## src/rtl/wdog_pkg.sv

```systemverilog
package wdog_pkg;

    typedef enum logic {
        SRC_SLOW = 1'b0,
        SRC_BUS  = 1'b1
    } wd_src_e;

    typedef struct packed {
        wd_src_e    src;
        logic [1:0] period;
        logic       window;
    } wd_cfg_t;

    localparam wd_cfg_t CFG_POR = '{src: SRC_SLOW, period: 2'b11, window: 1'b0};

    // Exponent of the overflow count for a given configuration.
    function automatic int unsigned period_exp(
        input wd_cfg_t     c,
        input int unsigned s1, input int unsigned s2, input int unsigned s3,
        input int unsigned b1, input int unsigned b2, input int unsigned b3
    );
        int unsigned e;
        case (c.period)
            2'b01:   e = (c.src == SRC_BUS) ? b1 : s1;
            2'b10:   e = (c.src == SRC_BUS) ? b2 : s2;
            2'b11:   e = (c.src == SRC_BUS) ? b3 : s3;
            default: e = 0;
        endcase
        return e;
    endfunction

endpackage

```

## src/rtl/wdog_cfg.sv

```systemverilog
module wdog_cfg
    import wdog_pkg::*;
(
    input  logic    clk,
    input  logic    rst,
    input  logic    we,
    input  wd_cfg_t wdata,
    output wd_cfg_t cfg_q
);

    logic locked;

    always_ff @(posedge clk) begin
        if (rst) begin
            cfg_q  <= CFG_POR;
            locked <= 1'b0;
        end else if (we && !locked) begin
            cfg_q  <= wdata;
            locked <= 1'b1;
        end
    end

    // once locked, the configuration never moves again
    a_r9_locked_stable: assert property (@(posedge clk) disable iff (rst)
        (locked && $past(locked)) |-> $stable(cfg_q));

endmodule

```

## src/rtl/wdog_seq.sv

```systemverilog
module wdog_seq #(
    parameter logic [7:0] KEY_ARM  = 8'h55,
    parameter logic [7:0] KEY_FIRE = 8'hAA
) (
    input  logic       clk,
    input  logic       rst,
    input  logic       svc_we,
    input  logic [7:0] svc_data,
    input  logic       svc_ok,
    output logic       svc_done
);

    logic armed;

    assign svc_done = svc_we && svc_ok && armed && (svc_data == KEY_FIRE);

    always_ff @(posedge clk) begin
        if (rst) begin
            armed <= 1'b0;
        end else if (svc_we) begin
            armed <= svc_ok && (svc_data == KEY_ARM);
        end
    end

    // any write other than the arming key leaves the sequence unarmed
    a_r2_cancel: assert property (@(posedge clk) disable iff (rst)
        (svc_we && svc_data != KEY_ARM) |=> !armed);

endmodule

```

## src/rtl/wdog_cnt.sv

```systemverilog
module wdog_cnt
    import wdog_pkg::*;
#(
    parameter int unsigned CNT_W = 18
) (
    input  logic                 clk,
    input  logic                 rst,
    input  wd_cfg_t              cfg,
    input  logic [CNT_W:0]       limit,
    input  logic                 lp_tick,
    input  logic                 svc_we,
    input  logic                 svc_done,
    output logic                 svc_ok,
    output logic                 rst_req
);

    logic [CNT_W-1:0] count;
    logic [CNT_W:0]   count_x;
    logic [CNT_W:0]   open_at;
    logic             enabled;
    logic             tick;
    logic             win_on;
    logic             early;
    logic             fault;
    logic             at_limit;

    assign count_x  = {1'b0, count};
    assign open_at  = limit - (limit >> 2);
    assign enabled  = (cfg.period != 2'b00);
    assign tick     = enabled && ((cfg.src == SRC_BUS) || lp_tick);
    assign win_on   = enabled && cfg.window && (cfg.src == SRC_BUS);
    assign early    = win_on && (count_x < open_at);
    assign fault    = svc_we && early;
    assign svc_ok   = enabled && !early;
    assign at_limit = (count_x >= limit - 1'b1);

    always_ff @(posedge clk) begin
        if (rst) begin
            count   <= '0;
            rst_req <= 1'b0;
        end else begin
            rst_req <= 1'b0;
            if (fault) begin
                count   <= '0;
                rst_req <= 1'b1;
            end else if (svc_done) begin
                count <= '0;
            end else if (tick) begin
                if (at_limit) begin
                    count   <= '0;
                    rst_req <= 1'b1;
                end else begin
                    count <= count + 1'b1;
                end
            end
        end
    end

    // a disabled block holds its count and never requests
    a_r3_idle: assert property (@(posedge clk) disable iff (rst)
        (!enabled && $past(!enabled)) |-> ($stable(count) && !rst_req));

    // an early write in window mode faults and restarts
    a_r7_early_fault: assert property (@(posedge clk) disable iff (rst)
        (svc_we && win_on && count_x < open_at) |=> (rst_req && count == '0));

    // a completed key pair clears the count without a request
    a_r1_restart: assert property (@(posedge clk) disable iff (rst)
        (svc_done && !fault) |=> (count == '0 && !rst_req));

endmodule

```

## src/rtl/wdog_window.sv

```systemverilog
module wdog_window
    import wdog_pkg::*;
#(
    parameter int unsigned SLOW_E1  = 5,
    parameter int unsigned SLOW_E2  = 8,
    parameter int unsigned SLOW_E3  = 10,
    parameter int unsigned BUS_E1   = 13,
    parameter int unsigned BUS_E2   = 16,
    parameter int unsigned BUS_E3   = 18,
    parameter logic [7:0]  KEY_ARM  = 8'h55,
    parameter logic [7:0]  KEY_FIRE = 8'hAA
) (
    input  logic       clk,
    input  logic       rst,
    input  logic       lp_tick,
    input  logic       cfg_we,
    input  logic       cfg_src,
    input  logic [1:0] cfg_period,
    input  logic       cfg_window,
    input  logic       svc_we,
    input  logic [7:0] svc_data,
    output logic       rst_req
);

    localparam int unsigned CNT_W = BUS_E3;

    wd_cfg_t        cfg_wr;
    wd_cfg_t        cfg_cur;
    logic [CNT_W:0] limit;
    logic           svc_ok;
    logic           svc_done;

    always_comb begin
        cfg_wr.src    = wd_src_e'(cfg_src);
        cfg_wr.period = cfg_period;
        cfg_wr.window = cfg_window;
    end

    assign limit = (CNT_W+1)'(1) << period_exp(cfg_cur, SLOW_E1, SLOW_E2, SLOW_E3,
                                                BUS_E1, BUS_E2, BUS_E3);

    wdog_cfg u_cfg (
        .clk   (clk),
        .rst   (rst),
        .we    (cfg_we),
        .wdata (cfg_wr),
        .cfg_q (cfg_cur)
    );

    wdog_seq #(
        .KEY_ARM  (KEY_ARM),
        .KEY_FIRE (KEY_FIRE)
    ) u_seq (
        .clk      (clk),
        .rst      (rst),
        .svc_we   (svc_we),
        .svc_data (svc_data),
        .svc_ok   (svc_ok),
        .svc_done (svc_done)
    );

    wdog_cnt #(
        .CNT_W (CNT_W)
    ) u_cnt (
        .clk      (clk),
        .rst      (rst),
        .cfg      (cfg_cur),
        .limit    (limit),
        .lp_tick  (lp_tick),
        .svc_we   (svc_we),
        .svc_done (svc_done),
        .svc_ok   (svc_ok),
        .rst_req  (rst_req)
    );

endmodule

```

## config.mk

```make
export PLATFORM = sky130hd
export DESIGN_NAME = wdog_window
export DESIGN_NICKNAME = d
export VERILOG_FILES = /design/src/rtl/wdog_pkg.sv /design/src/rtl/wdog_cfg.sv /design/src/rtl/wdog_seq.sv /design/src/rtl/wdog_cnt.sv /design/src/rtl/wdog_window.sv
export SDC_FILE = /design/constraint.sdc
export NUM_CORES = 1
export LEC_CHECK = 0
export BUFFER_PORTS_ARGS = -buffer_cell sky130_fd_sc_hd__buf_2
export CORE_AREA = 4 4 103 95
export DETAILED_ROUTE_END_ITERATION = 10
export DIE_AREA = 0 0 107 99
export SYNTH_ARGS = -nofsm -noshare
export SYNTH_HDL_FRONTEND = slang
export SYNTH_HIERARCHICAL = 1
export SYNTH_SLANG_ARGS = --single-unit
```

## constraint.sdc

```tcl
create_clock -name clk -period 6.2 [get_ports clk]
set_input_delay 0.31 -clock clk [delete_from_list [all_inputs] [get_ports clk]]
set_output_delay 0.31 -clock clk [all_outputs]
set_load 0.02 [all_outputs]
```

==> reports/qor_table.md, run 1 <==
| Parameter | Value |
|---|---|
| Transition time at the pin with the least slew margin | 1020 ps |
| Height of the chip | 99 µm |
| Buffers inserted during post-CTS setup optimization | 0 |
| Residual overflow from global routing | 0 |
| Hold bufs inserted after CTS | 0 |
| Footprint of the flip-flops and latches | 500 µm² |
| Yosys reg bits | 25 |
| Count of final setup violators | 0 |
| First drt pass iteration count | 4 |
| Multi-input gate area | 2960 µm² |
| Kind of critical path | flop to flop |
| Worst path buffer plus inverter count | 1 |
| Maximum clock frequency | 0.185 GHz |
| Worst-case hold path end point | u_seq/armed |
| Final worst-path cycle share | 0.872 |
| Data arrival, critical path | 5530 ps |
| Core region area | 8570 µm² |
| RePlAce Congestion | 0.811 |
| Initial core utilization | 0.395 |
| Post-layout nets | 568 |
| EDFF count, synth | 0 |
| Post-synthesis cell count | 422 |
| Mean Syn Cell Area | 8.03 µm² |
| Number of port buffers | 17 |
| Number of hold-slack violations in the final timing report | 0 |
| Hold Crit Start | svc_data[3] |
| Master cell of the clock root buffer | sky130_fd_sc_hd__clkbuf_8 |
| Ranking of synthesized cells by area | sky130_fd_sc_hd__ha_1 (20%), sky130_fd_sc_hd__dfxtp_1 (15%), sky130_fd_sc_hd__xnor2_1 (9.3%) |
| Area fraction of the dominant cell type after synthesis | 0.199 |
| Total I/O pin count | 18 |
| Remaining antenna violation count after routing | 0 |
| Count of standard-cell rows | 32 |
| Post-synth design cell area | 3390 µm² |
| Post-cts sizing count | 0 |
| Cells on worst reg2reg path | 21 |
| RSZ-0062 raised after global routing | no |
| Delay-heaviest family, CP | compound AO/OA/AOI/OAI gates |
| Post-route setup slack | 792 ps |
| Dominant cell type by count on the critical path | sky130_fd_sc_hd__nor2_1 |
| Clk_lat worst skew | 270 ps |
| TritonCTS buffer count | 3 |
| Class of the most critical hold timing path | input port to flop |
| Fill cell count | 874 |
| Sum of routed wire length over all layers | 7910 µm |
| Worst path max stage delay | 660 ps |
| Level count of the clock H-tree | 1 |
| Critical path endpoint category | flop |
| Count of synthesis-stage warnings from yosys | 6 |
| Chip width | 107 µm |
| DRC | 0 |
| Dpl ws | 851 ps |
| Master of the slowest instance on the critical path | sky130_fd_sc_hd__nor3b_1 |
| Number of global-route vias before repair | 2923 |
| PD cells | 122 nW/µm² |
| Final design instance area without fill | 3840 µm² |
| Sequential fraction of the synthesis area | 0.148 |
| Post-synthesis async set-or-reset flop share | 0 |
| Worst reg2reg path startpoint | u_cfg/cfg_q[2] |
| Via density per instance | 4.99 |
| Layout cell share with drive strength beyond 1 | 0.113 |
| Die ar. | 10600 µm² |
| CTS clock-pin slew for the worst setup and hold paths | 90 ps |
| Post-layout min period | 5410 ps |
| Average wire length per cell after detail routing | 12.9 µm |
| Cell-by-cell listing of the critical path | nor3b_1 > inv_1 > ha_1 > a21oi_1 > o21ai_0 > a221o_1 > a31oi_2 > nor2_1 > a221oi_1 > xnor2_1 > ha_1 > nand3_1 > nor2_1 > a211o_1 > nand2_1 > o2bb2ai_1 > nand4_1 > nor4_1 > nor2_1 > o21ai_2 > nor3_1 |
| Number of placed instances with taps included | 610 |
| Commonest register cell after synthesis | sky130_fd_sc_hd__dfxtp_1 |
| Highest fanout seen on the critical path | 18 |
| Register-to-register setup slack | 790 ps |
| Detailed Route Iter0 Violations | 161 |
| Global-route wire length before repair | 13600 µm |
| Most repeated cell in the gate-level netlist after synthesis | sky130_fd_sc_hd__ha_1 |
| Synth top cells by count | sky130_fd_sc_hd__ha_1 (54), sky130_fd_sc_hd__nand2_1 (50), sky130_fd_sc_hd__xnor2_1 (36), sky130_fd_sc_hd__a21oi_1 (31) |
| CTS sink count | 25 |
| Maximum vdd drop | 0.149 mV |
| Detailed-placement wirelength estimate | 6500 µm |
| Normalized max-slew margin | 0.317 |
| Non-filler instance count after layout | 614 |
| Result of the run | completed |
| Final total negative setup slack | 0 ps |
| Startpoint types | flop |
| Data required time of the worst path | 6320 ps |
| GR Util All Layers | 0.155 |
| Leakage power | 1.67 nW |
| Unique cell type count in the Yosys netlist | 69 |
| Reg-to-reg endpoint | u_cnt/count[16] |
| Max-slew violation count | 0 |
| Number of instances on the worst hold path | 2 |
| Routed vias | 3065 |
| Max-cap violation count | 0 |
| Dominant cell type by area after synthesis | sky130_fd_sc_hd__ha_1 |
| Maximum number of pins on one net before global-route repair | 20 |
| Layout-stage area growth over the synthesis result | 13.5% |
| Clock Skews | 1.50 ps |
| Number of antenna violations at the first check in global routing | 0 |
| Maximum count of clock buffers along a single path | 2 |
| Antenna fix cells | 0 |
| TritonCTS clock tree | built |
| Post-detailed-placement cell area | 3800 µm² |
## where the power goes
group          switching (mW)  internal [mW]  total, mW
Combinational           0.115         0.0843      0.200
Sequential            0.00625          0.164      0.170
Clock                  0.0550         0.0457      0.101
## cell type report
type / count / area share
clock buffers: 3 / 0.0107
multi-input cells: 422 / 0.769
inverters: 26 / 0.0254
clock inverters: 1 / 0.00195
well taps: 119 / 0.0387
repair buffers: 18 / 0.0241
flip-flops and latches: 25 / 0.130
## cell usage in the layout (no fill, tap or decap), drive strengths merged, types with 16 or more instances in the layout
master  Yosys  layout
nor2       27      27
nand2      51      51
ha         54      54
inv        26      26
xnor2      36      36
o21ai      16      16
buf         4      18
dfxtp      25      25
nand3      16      16
a21oi      33      33
nor3       25      25
conb        1      58
## cell families (layout without fill, tap and decap cells)
logic type / after synthesis / in the layout / synth area share
simple gates: 174 / 174 / 0.296
compound gates: 84 / 84 / 0.174
fa+ha+maj: 55 / 55 / 0.205
xor+xnor: 48 / 48 / 0.124
buf+inv: 32 / 48 / 0.0428
flops: 25 / 25 / 0.148
mux: 3 / 3 / 0.00886
other cells: 1 / 58 / 0.00111
## metal layers
layer	routed length, µm	part of all wire	up-vias	global-route usage
met2	3600	0.46	43	0.250
met3	141	0.018	2	0.00589
met4	34	0.0043	0	0.0324
met1	4130	0.52	1402	0.231
li1	-	-	1618	-
met5	0	0	-	0
## metrics by stage
step                      hold slack, ps  power (mW)  utilization
final                                232       0.471        0.449
after global routing                 239       0.510        0.449
after CTS                            226       0.468        0.449
after detailed placement             445       0.367        0.443
after global placement               453       0.362        0.443
after floorplan                      406       0.330            -
## how the worst max path moves through the flow
stage / from / to / slack, ps / depth (start not counted)
floorplan: u_cfg/cfg_q[2] / u_cnt/count[10] / 1640 / 22
global placement: u_cfg/cfg_q[2] / u_cnt/count[14] / 1120 / 21
detailed placement: u_cfg/cfg_q[2] / u_cnt/count[16] / 850 / 21
CTS: u_cfg/cfg_q[2] / u_cnt/count[16] / 800 / 21
global route: u_cfg/cfg_q[2] / u_cnt/count[14] / 250 / 21
finish: u_cfg/cfg_q[2] / u_cnt/count[16] / 790 / 21
## sequential cells by signal, indices dropped and copies added (netlist names)
| register | count |
|---|---|
| u_cfg/cfg_q | 4 |
| u_seq/armed | 1 |
| u_cfg/locked | 1 |
| u_cnt/count | 18 |
| u_cnt/rst_req | 1 |
No activity file was read; power rests on OpenSTA's default activity.
==> run 2, diff against run 1 <==
--- a/config.mk
+++ b/config.mk
@@ -5,10 +5,11 @@
 export SDC_FILE = /design/constraint.sdc
 export NUM_CORES = 1
 export LEC_CHECK = 0
+export ABC_AREA = 1
 export BUFFER_PORTS_ARGS = -buffer_cell sky130_fd_sc_hd__buf_2
-export CORE_AREA = 4 4 103 95
+export CORE_AREA = 4 4 98 91
 export DETAILED_ROUTE_END_ITERATION = 10
-export DIE_AREA = 0 0 107 99
+export DIE_AREA = 0 0 102 95
 export SYNTH_ARGS = -nofsm -noshare
 export SYNTH_HDL_FRONTEND = slang
 export SYNTH_HIERARCHICAL = 1
==> reports/qor_table.md, run 2 <==
| Parameter | Value |
|---|---|
| Worst path max stage delay | 430 ps |
| Synth top cells by count | sky130_fd_sc_hd__nand2_1 (128), sky130_fd_sc_hd__inv_1 (90), sky130_fd_sc_hd__nor2_1 (66), sky130_fd_sc_hd__ha_1 (54), sky130_fd_sc_hd__nand3_1 (42) |
| Unique cell type count in the Yosys netlist | 37 |
| Maximum number of pins on one net before global-route repair | 19 |
| CTS sink count | 25 |
| Data arrival, critical path | 4580 ps |
| Post-route setup slack | 1770 ps |
| Number of antenna violations at the first check in global routing | 0 |
| Number of hold-slack violations in the final timing report | 0 |
| Leading cell type in the layout, fill and taps excluded | sky130_fd_sc_hd__nand2_1 |
| Highest fanout seen on the critical path | 18 |
| Post-cts sizing count | 0 |
| Most repeated cell in the gate-level netlist after synthesis | sky130_fd_sc_hd__nand2_1 |
| Master cell of the clock root buffer | sky130_fd_sc_hd__clkbuf_8 |
| Leakage power | 2.07 nW |
| Leading cell types in the layout, fill and taps excluded | sky130_fd_sc_hd__nand2_1 (128), sky130_fd_sc_hd__inv_1 (90), sky130_fd_sc_hd__nor2_1 (66) |
| Maximum vdd drop | 0.0816 mV |
| Max-cap violation count | 0 |
| Kind of critical path | flop to flop |
| Residual overflow from global routing | 0 |
| Antenna fix cells | 0 |
| Top flop regs | u_cnt/count x18, u_cfg/cfg_q x4 |
| Sum of routed wire length over all layers | 7940 µm |
| EDFF count, synth | 0 |
| Core region area | 7910 µm² |
| Max-slew violation count | 0 |
| Dominant cell type by count on the critical path | sky130_fd_sc_hd__nand2_1 |
| Startpoint types | flop |
| First drt pass iteration count | 4 |
| Final total negative setup slack | 0 ps |
| Via density per instance | 4.66 |
| Number of port buffers | 17 |
| Initial core utilization | 0.440 |
| Total I/O pin count | 18 |
| Buffers inserted during post-CTS setup optimization | 0 |
| CTS clock-pin slew for the worst setup and hold paths | 90 ps |
| Post-synthesis async set-or-reset flop share | 0 |
| Detailed Route Iter0 Violations | 129 |
| Yosys reg bits | 25 |
| Post-synth design cell area | 3480 µm² |
| Post-layout nets | 686 |
| Sequential fraction of the synthesis area | 0.144 |
| Detailed-placement wirelength estimate | 6940 µm |
| Height of the chip | 95 µm |
| Count of final setup violators | 0 |
| Hold bufs inserted after CTS | 0 |
| Average wire length per cell after detail routing | 11.2 µm |
| Cells on worst reg2reg path | 29 |
| Routed vias | 3316 |
| Die ar. | 9690 µm² |
| Mean Syn Cell Area | 6.37 µm² |
| TritonCTS buffer count | 3 |
| Dpl ws | 1790 ps |
| Final worst-path cycle share | 0.714 |
| Master of the slowest instance on the critical path | sky130_fd_sc_hd__dfxtp_1 |
| Chip width | 102 µm |
| Maximum count of clock buffers along a single path | 2 |
| Dominant cell type by area after synthesis | sky130_fd_sc_hd__ha_1 |
| Data required time of the worst path | 6350 ps |
| Post-layout min period | 4430 ps |
| Count of synthesis-stage warnings from yosys | 6 |
| Fill cell count | 860 |
| GR Util All Layers | 0.174 |
| Count of standard-cell rows | 31 |
| Maximum clock frequency | 0.226 GHz |
| Critical path endpoint category | flop |
| Register name with the most flops | u_cnt/count |
| RePlAce Congestion | 0.826 |
| Global-route wire length before repair | 13800 µm |
| Flip-flop count of the largest register, all copies and words added | 18 |
| Ranking of synthesized cells by area | sky130_fd_sc_hd__ha_1 (19%), sky130_fd_sc_hd__dfxtp_1 (14%), sky130_fd_sc_hd__nand2_1 (14%) |
| Clock Skews | 4.24 ps |
| Multi-input gate area | 2790 µm² |
| TritonCTS clock tree | built |
| Footprint of the flip-flops and latches | 500 µm² |
| Post-synthesis cell count | 546 |
| DRC | 0 |
| Number of global-route vias before repair | 3090 |
| PD cells | 123 nW/µm² |
| Layout cell share with drive strength beyond 1 | 0.0669 |
| Result of the run | completed |
| Class of the most critical hold timing path | input port to flop |
| Remaining antenna violation count after routing | 0 |
| Level count of the clock H-tree | 1 |
| Layout-stage area growth over the synthesis result | 12.0% |
| Commonest register cell after synthesis | sky130_fd_sc_hd__dfxtp_1 |
| Number of instances on the worst hold path | 2 |
| Clk_lat worst skew | 270 ps |
| RSZ-0062 raised after global routing | no |
| Area fraction of the dominant cell type after synthesis | 0.194 |
## run 2: changes by cell type in the layout (fill, tap and decap cells not counted), sizes merged, moves of 11 or more
cell	previous run	this run
nand2	51	130
inv	26	93
nor2	27	71
nand3	16	45
xnor2	36	11
nor3	25	9
xor2	12	23
## run 2: worst paths after layout
path / start / endpoint / slack (ps)
worst max-delay path: u_cfg/cfg_q[1] / u_cnt/count[5] / 1770
worst min-delay path: rst / u_seq/armed / 270
worst max register to register: u_cfg/cfg_q[1] / u_cnt/count[5] / 1770
worst min register to register: u_seq/armed / u_seq/armed / 490
## run 2: kinds of logic after synthesis
logic type | after synthesis | share of synthesized area
other | 1 | 0.00108
AO/OA/AOI/OAI | 57 | 0.0921
buffers and inverters | 95 | 0.105
XOR/XNOR | 34 | 0.0878
adder cells (fa/ha/maj) | 55 | 0.200
flip-flops | 25 | 0.144
AND/OR/NAND/NOR | 279 | 0.370
## run 2: final cells by class
class,count,area share
Sequential cell,25,0.128
Timing Repair Buffer,17,0.0218
Clock buffer,4,0.0116
Tap cell,99,0.0318
Multi-Input combinational cell,474,0.717
Inverter,93,0.0896
## run 2: stage by stage
step | cell area [µm²] | utilization | std cells | hold slack [ps] | power, mW
after floorplan | 3660 | - | 594 | 372 | 0.338
after global placement | 3850 | 0.487 | 708 | 471 | 0.378
after detailed placement | 3850 | 0.487 | 708 | 478 | 0.381
after CTS | 3900 | 0.492 | 712 | 269 | 0.479
after global routing | 3900 | 0.492 | 712 | 267 | 0.526
final | 3900 | 0.492 | 712 | 271 | 0.480
## run 2: report_power, final
group,internal [mW],switching [mW],leakage [nW]
logic,0.0814,0.132,1.84
clock network,0.0459,0.0510,0.0228
registers,0.165,0.00492,0.203
## run 2: routing by layer
metal / global-route usage / up-vias / share of wire
met3: 0.0199 / 2 / 0.021
met1: 0.238 / 1446 / 0.51
met2: 0.307 / 27 / 0.46
met5: 0 / - / 0
li1: - / 1841 / -
met4: 0.00984 / 0 / 0.0015
## run 2: critical path, delay by kind of cell (launching register included)
kind / cells / cell delay, ps
buffers and inverters: 2 / 230
adder cells (fa/ha/maj): 2 / 670
XOR/XNOR: 1 / 150
flip-flops: 1 / 430
AND/OR/NAND/NOR: 21 / 2190
AO/OA/AOI/OAI: 3 / 650
